--- src/rtl/scb_pkg.sv ---
package scb_pkg;
    localparam int IDX_W     = 5;
    localparam int TAG_W     = IDX_W + 1;
    localparam int NUM_UNITS = 4;
    localparam int UNIT_W    = $clog2(NUM_UNITS);

    typedef enum logic [UNIT_W-1:0] {
        UNIT_IADD = 2'd0,
        UNIT_IMD  = 2'd1,
        UNIT_FAM  = 2'd2,
        UNIT_FDS  = 2'd3
    } unit_e;

    typedef struct packed {
        logic             fp;
        logic [IDX_W-1:0] idx;
    } reg_tag_t;

    typedef struct packed {
        reg_tag_t src_a;
        reg_tag_t src_b;
        reg_tag_t dst;
    } op_regs_t;

    function automatic logic tag_eq(reg_tag_t x, reg_tag_t y);
        return (x.fp == y.fp) && (x.idx == y.idx);
    endfunction
endpackage

--- src/rtl/scb_slot.sv ---
module scb_slot
    import scb_pkg::*;
(
    input  logic     clk,
    input  logic     rst,
    input  logic     alloc,
    input  logic     done,
    input  op_regs_t op_in,
    output logic     busy,
    output op_regs_t held
);
    always_ff @(posedge clk) begin
        if (rst) begin
            busy <= 1'b0;
            held <= '0;
        end else if (alloc) begin
            busy <= 1'b1;
            held <= op_in;
        end else if (done) begin
            busy <= 1'b0;
        end
    end
endmodule

--- src/rtl/scb_hazard.sv ---
module scb_hazard
    import scb_pkg::*;
#(
    parameter int N_UNITS = NUM_UNITS,
    localparam int U_W    = $clog2(N_UNITS)
) (
    input  logic                        req_valid,
    input  logic [U_W-1:0]              req_unit,
    input  op_regs_t                    req_op,
    input  logic [N_UNITS-1:0]          busy,
    input  op_regs_t [N_UNITS-1:0]      held,
    output logic                        unit_hit,
    output logic                        raw_hit,
    output logic                        waw_hit,
    output logic                        war_hit,
    output logic                        grant
);
    always_comb begin
        unit_hit = 1'b0;
        raw_hit  = 1'b0;
        waw_hit  = 1'b0;
        war_hit  = 1'b0;
        for (int u = 0; u < N_UNITS; u++) begin
            if (busy[u]) begin
                if (req_unit == U_W'(u))
                    unit_hit = 1'b1;
                if (tag_eq(req_op.src_a, held[u].dst) || tag_eq(req_op.src_b, held[u].dst))
                    raw_hit = 1'b1;
                if (tag_eq(req_op.dst, held[u].dst))
                    waw_hit = 1'b1;
                if (tag_eq(req_op.dst, held[u].src_a) || tag_eq(req_op.dst, held[u].src_b))
                    war_hit = 1'b1;
            end
        end
        grant = req_valid && !unit_hit && !raw_hit && !waw_hit && !war_hit;
    end
endmodule

--- src/rtl/scb_top.sv ---
module scb_top
    import scb_pkg::*;
#(
    parameter int N_UNITS = NUM_UNITS,
    parameter int T_W     = TAG_W,
    localparam int U_W    = $clog2(N_UNITS)
) (
    input  logic               clk,
    input  logic               rst,
    input  logic               req_valid,
    input  logic [U_W-1:0]     req_unit,
    input  logic [T_W-1:0]     req_src_a,
    input  logic [T_W-1:0]     req_src_b,
    input  logic [T_W-1:0]     req_dst,
    input  logic [N_UNITS-1:0] done_strobe,
    output logic               issue_grant,
    output logic               stall
);
    op_regs_t                   req_op;
    logic [N_UNITS-1:0]         slot_busy;
    op_regs_t [N_UNITS-1:0]     slot_held;
    logic                       unit_hit, raw_hit, waw_hit, war_hit;

    assign req_op.src_a = reg_tag_t'(req_src_a);
    assign req_op.src_b = reg_tag_t'(req_src_b);
    assign req_op.dst   = reg_tag_t'(req_dst);

    scb_hazard #(.N_UNITS(N_UNITS)) u_haz (
        .req_valid (req_valid),
        .req_unit  (req_unit),
        .req_op    (req_op),
        .busy      (slot_busy),
        .held      (slot_held),
        .unit_hit  (unit_hit),
        .raw_hit   (raw_hit),
        .waw_hit   (waw_hit),
        .war_hit   (war_hit),
        .grant     (issue_grant)
    );

    for (genvar u = 0; u < N_UNITS; u++) begin : g_slot
        scb_slot u_slot (
            .clk   (clk),
            .rst   (rst),
            .alloc (issue_grant && (req_unit == U_W'(u))),
            .done  (done_strobe[u]),
            .op_in (req_op),
            .busy  (slot_busy[u]),
            .held  (slot_held[u])
        );
    end

    assign stall = req_valid && !issue_grant;
endmodule

--- config.mk ---
export PLATFORM = sky130hd
export DESIGN_NAME = scb_top
export DESIGN_NICKNAME = d
export VERILOG_FILES = /design/src/rtl/scb_pkg.sv /design/src/rtl/scb_slot.sv /design/src/rtl/scb_hazard.sv /design/src/rtl/scb_top.sv
export SDC_FILE = /design/constraint.sdc
export NUM_CORES = 1
export LEC_CHECK = 0
export BUFFER_PORTS_ARGS = -buffer_cell sky130_fd_sc_hd__buf_2
export CAP_MARGIN = 25
export CORE_MARGIN = 2
export CORE_UTILIZATION = 55
export DETAILED_ROUTE_END_ITERATION = 8
export GPL_TIMING_DRIVEN = 0
export HOLD_SLACK_MARGIN = 0.05
export PLACE_DENSITY = 0.74
export SLEW_MARGIN = 20
export SYNTH_ARGS = -nofsm -noshare
export SYNTH_HDL_FRONTEND = slang
export SYNTH_HIERARCHICAL = 1
export SYNTH_SLANG_ARGS = --single-unit
--- constraint.sdc ---
create_clock -name clk -period 3.79 [get_ports clk]
set_input_delay 0.1895 -clock clk [delete_from_list [all_inputs] [get_ports clk]]
set_output_delay 0.1895 -clock clk [all_outputs]
set_load 0.01 [all_outputs]
==> out/summary.txt <==
status: completed
syn nets: 459
clk_lat worst skew: 0.35 ns
crit path DAT: 2.94 ns
largest net degree at the start of global routing: 15
share of cells above drive strength 1: 0.1495
Antenna Cells: 0
Avg Inst Size Synth: 9.836 sq um
clock tree from TritonCTS: yes
clock sink count: 76
sw power: 0.0004996 W
ANT nets after route: 0
crit path kind: reg -> reg
Hold Path Class: in -> reg
top post-synthesis cells by area: dfxtp_1, mux2i_1, xnor2_1
Pwr Total: 0.001758 W
# hold bufs at CTS: 0
GRT Max-Usage Layer: met2
CTS root buf: clkbuf_8
Leak: 1.766 nW
synthesized flop and latch total: 76
WL per Instance: 18.27 um
Syn Inst Count: 432
grt met3 use: 0.04766
top post-synthesis cells by count: dfxtp_1, mux2i_1, nor2_1
Nets: 497
antenna violations before repair: 0
Synth Warn #: 6
Finish-stage setup viols: 0
CP Data Required Time: 4.03 ns
worst slew pin tran: 0.4227 ns
H-tree Lvls: 3
Starting Density: 0.5586
Logic pwr share: 0.156
Top delay family on crit path: simple AND/OR/NAND/NOR gates
asr flop ratio synth: 0
synth unique cells: 24
dpl hpwl: 7407 um
PostCTS Resize Cnt: 0
met1 GRT Util: 0.3606
Max-slew headroom: 0.7156
Num CTS Buffers: 9
Buf/Inv on CP: 2
worst-path maximum fanout: 10
Reg power frac: 0.489
EDFF count, synth: 0
Die Y: 91.90 um
Die W: 91.90 um
Hold Fails Final Rpt: 0
worst vdd ir: 0.0002581 V
max-slew violations: 0
first-pass GRT wire length: 16880 um
DRT iter0 DRCs: 187
drt via density: 5.516
Setup Skew: 0.008478 ns
GPL Wtd Cong: 0.9049
maximum clock insertion buffer count: 2
Final period util: 0.7126
Clock Power Share: 0.355
min cycle time layout: 2.701 ns
Min Hold Slack: 0.09388 ns
unrepaired setup endpoints after global routing: no
post-route setup slack: 1.089 ns
max frequency: 370.3 MHz
max-cap viol count: 0
FP Rows: 32
number of fill cells: 670
1st-pass router iterations: 4
Seq/Total Area, Yosys: 0.3581
Via Count: 3183
critical path's slowest cell: or4_4
post-synth top area cell: dfxtp_1
Post-Syn Area: 4249 sq um
Switching Share: 0.2842
Overflow after GRT: 0
setup_tns: 0 ns
Tot GR Track Use: 0.2628
CP Capture Type: flop
Core Area: 7607 sq um
Max stage delay on crit path: 0.56 ns
Reg clk slew, reported paths: 0.09 ns
Setup crit start kind: flop
Setup WS pre-CTS: 0.9161 ns
Non-Filler Instances: 577
top cell type's share of synthesized area: 0.3581
most common cell in the netlist: dfxtp_1
placed insts: 561
Post-CTS Setup Bufs: 0
worst-path cell chain: xnor2_1 -> nand4_1 -> nor4_1 -> or4_4 -> nor4_2 -> nor3b_2 -> buf_6 -> buf_12 -> mux2i_1 -> nor2_1
Remaining DRCs: 0
Die Area: 8445 sq um
overall routed net length: 10540 um
# IOs: 29
GRT met2 Usage: 0.4222
PwrDens: 373.4 nW/um^2
dominant synthesized flop cell: dfxtp_1
Port Buffer Count: 27
Area Growth Syn to Fin: 10.81%
Pint: 0.001259 W
vias in the first global route: 3222
worst paths after layout:
kind | from | endpoint | slack (ns) | depth (start not counted)
setup / recovery | g_slot[0].u_slot/held[3]$_SDFFE_PP0P_ | g_slot[0].u_slot/held[13]$_SDFFE_PP0P_ | 1.09 | 10
hold / removal | done_strobe[2] | g_slot[2].u_slot/busy$_SDFFE_PP0P_ | 0.09 | 3
hold reg to reg | g_slot[1].u_slot/held[8]$_SDFFE_PP0P_ | g_slot[1].u_slot/held[8]$_SDFFE_PP0P_ | 0.52 | 2
setup reg to reg | g_slot[0].u_slot/held[3]$_SDFFE_PP0P_ | g_slot[0].u_slot/held[13]$_SDFFE_PP0P_ | 1.09 | 10
power by group through the flow:
stage / clock (W) / combinational [W] / sequential (W)
after detailed placement: 0 / 0.000271 / 0.000878
after global routing: 0.000663 / 0.000298 / 0.000863
after global placement: 0 / 0.000266 / 0.000876
after CTS: 0.000634 / 0.000272 / 0.000859
after floorplan: 0 / 0.000192 / 0.000869
final: 0.000624 / 0.000275 / 0.000859
logic make-up (layout without fill, tap and decap cells):
family / count (synthesis) / after routing / synth area share
flops: 76 / 76 / 0.3581
compound gates: 4 / 4 / 0.004712
simple gates: 130 / 130 / 0.1531
mux: 73 / 73 / 0.1749
buf+inv: 29 / 72 / 0.05830
xor+xnor: 120 / 120 / 0.2509
per-stage QoR:
stage / utilization / instance area (sq um)
after floorplan: - / 4249
after global placement: 0.5931 / 4512
after detailed placement: 0.5931 / 4512
after CTS: 0.6189 / 4708
after global routing: 0.6189 / 4708
final: 0.6189 / 4708
registers in the layout, indices dropped and copies added (netlist names):
| signal | flops |
|---|---|
| g_slot.u_slot/busy | 4 |
| g_slot.u_slot/held | 72 |
cell usage in the layout, fill, tap and decap left out:
master       n
clkinvlp_4   2
buf_6        7
xor2_2       2
inv_1        4
nor4_1      24
buf_12       4
dfxtp_1     76
nor2b_1      1
xnor2_1     60
nand2b_1     5
and3_1       1
clkbuf_1     3
mux4_2       1
nand2_1      2
a21oi_1      4
clkbuf_8     9
or4_4        1
xor2_1      58
buf_2       35
nor4_2       1
nor3b_2      1
nand4_1     20
inv_6        2
bufinv_16    1
mux2i_1     72
buf_4        3
nor2_1      72
and3b_1      2
clkinv_2     2
worst register-to-register path, delay by kind of cell (launching register included):
family	cells	cell delay, ns
buf+inv	2	0.36
simple gates	6	1.47
flops	1	0.45
mux	1	0.21
xor+xnor	1	0.11
metal layers:
metal,part of all wire,vias up
met5,0,-
met4,0.012,0
met3,0.056,12
met2,0.48,96
met1,0.46,1544
li1,-,1531
layout make-up:
class | count | area (sq um) | share of cell area
Multi-Input combinational cell | 327 | 2480 | 0.5267
Sequential cell | 76 | 1521 | 0.3231
Buffer | 25 | 232.7 | 0.04943
Timing Repair Buffer | 27 | 135.1 | 0.02870
Tap cell | 102 | 127.6 | 0.02711
Clock buffer | 9 | 123.9 | 0.02631
Clock inverter | 7 | 72.57 | 0.01541
Inverter | 4 | 15.01 | 0.003189
Note: power is estimated with default switching activity, not from simulation.
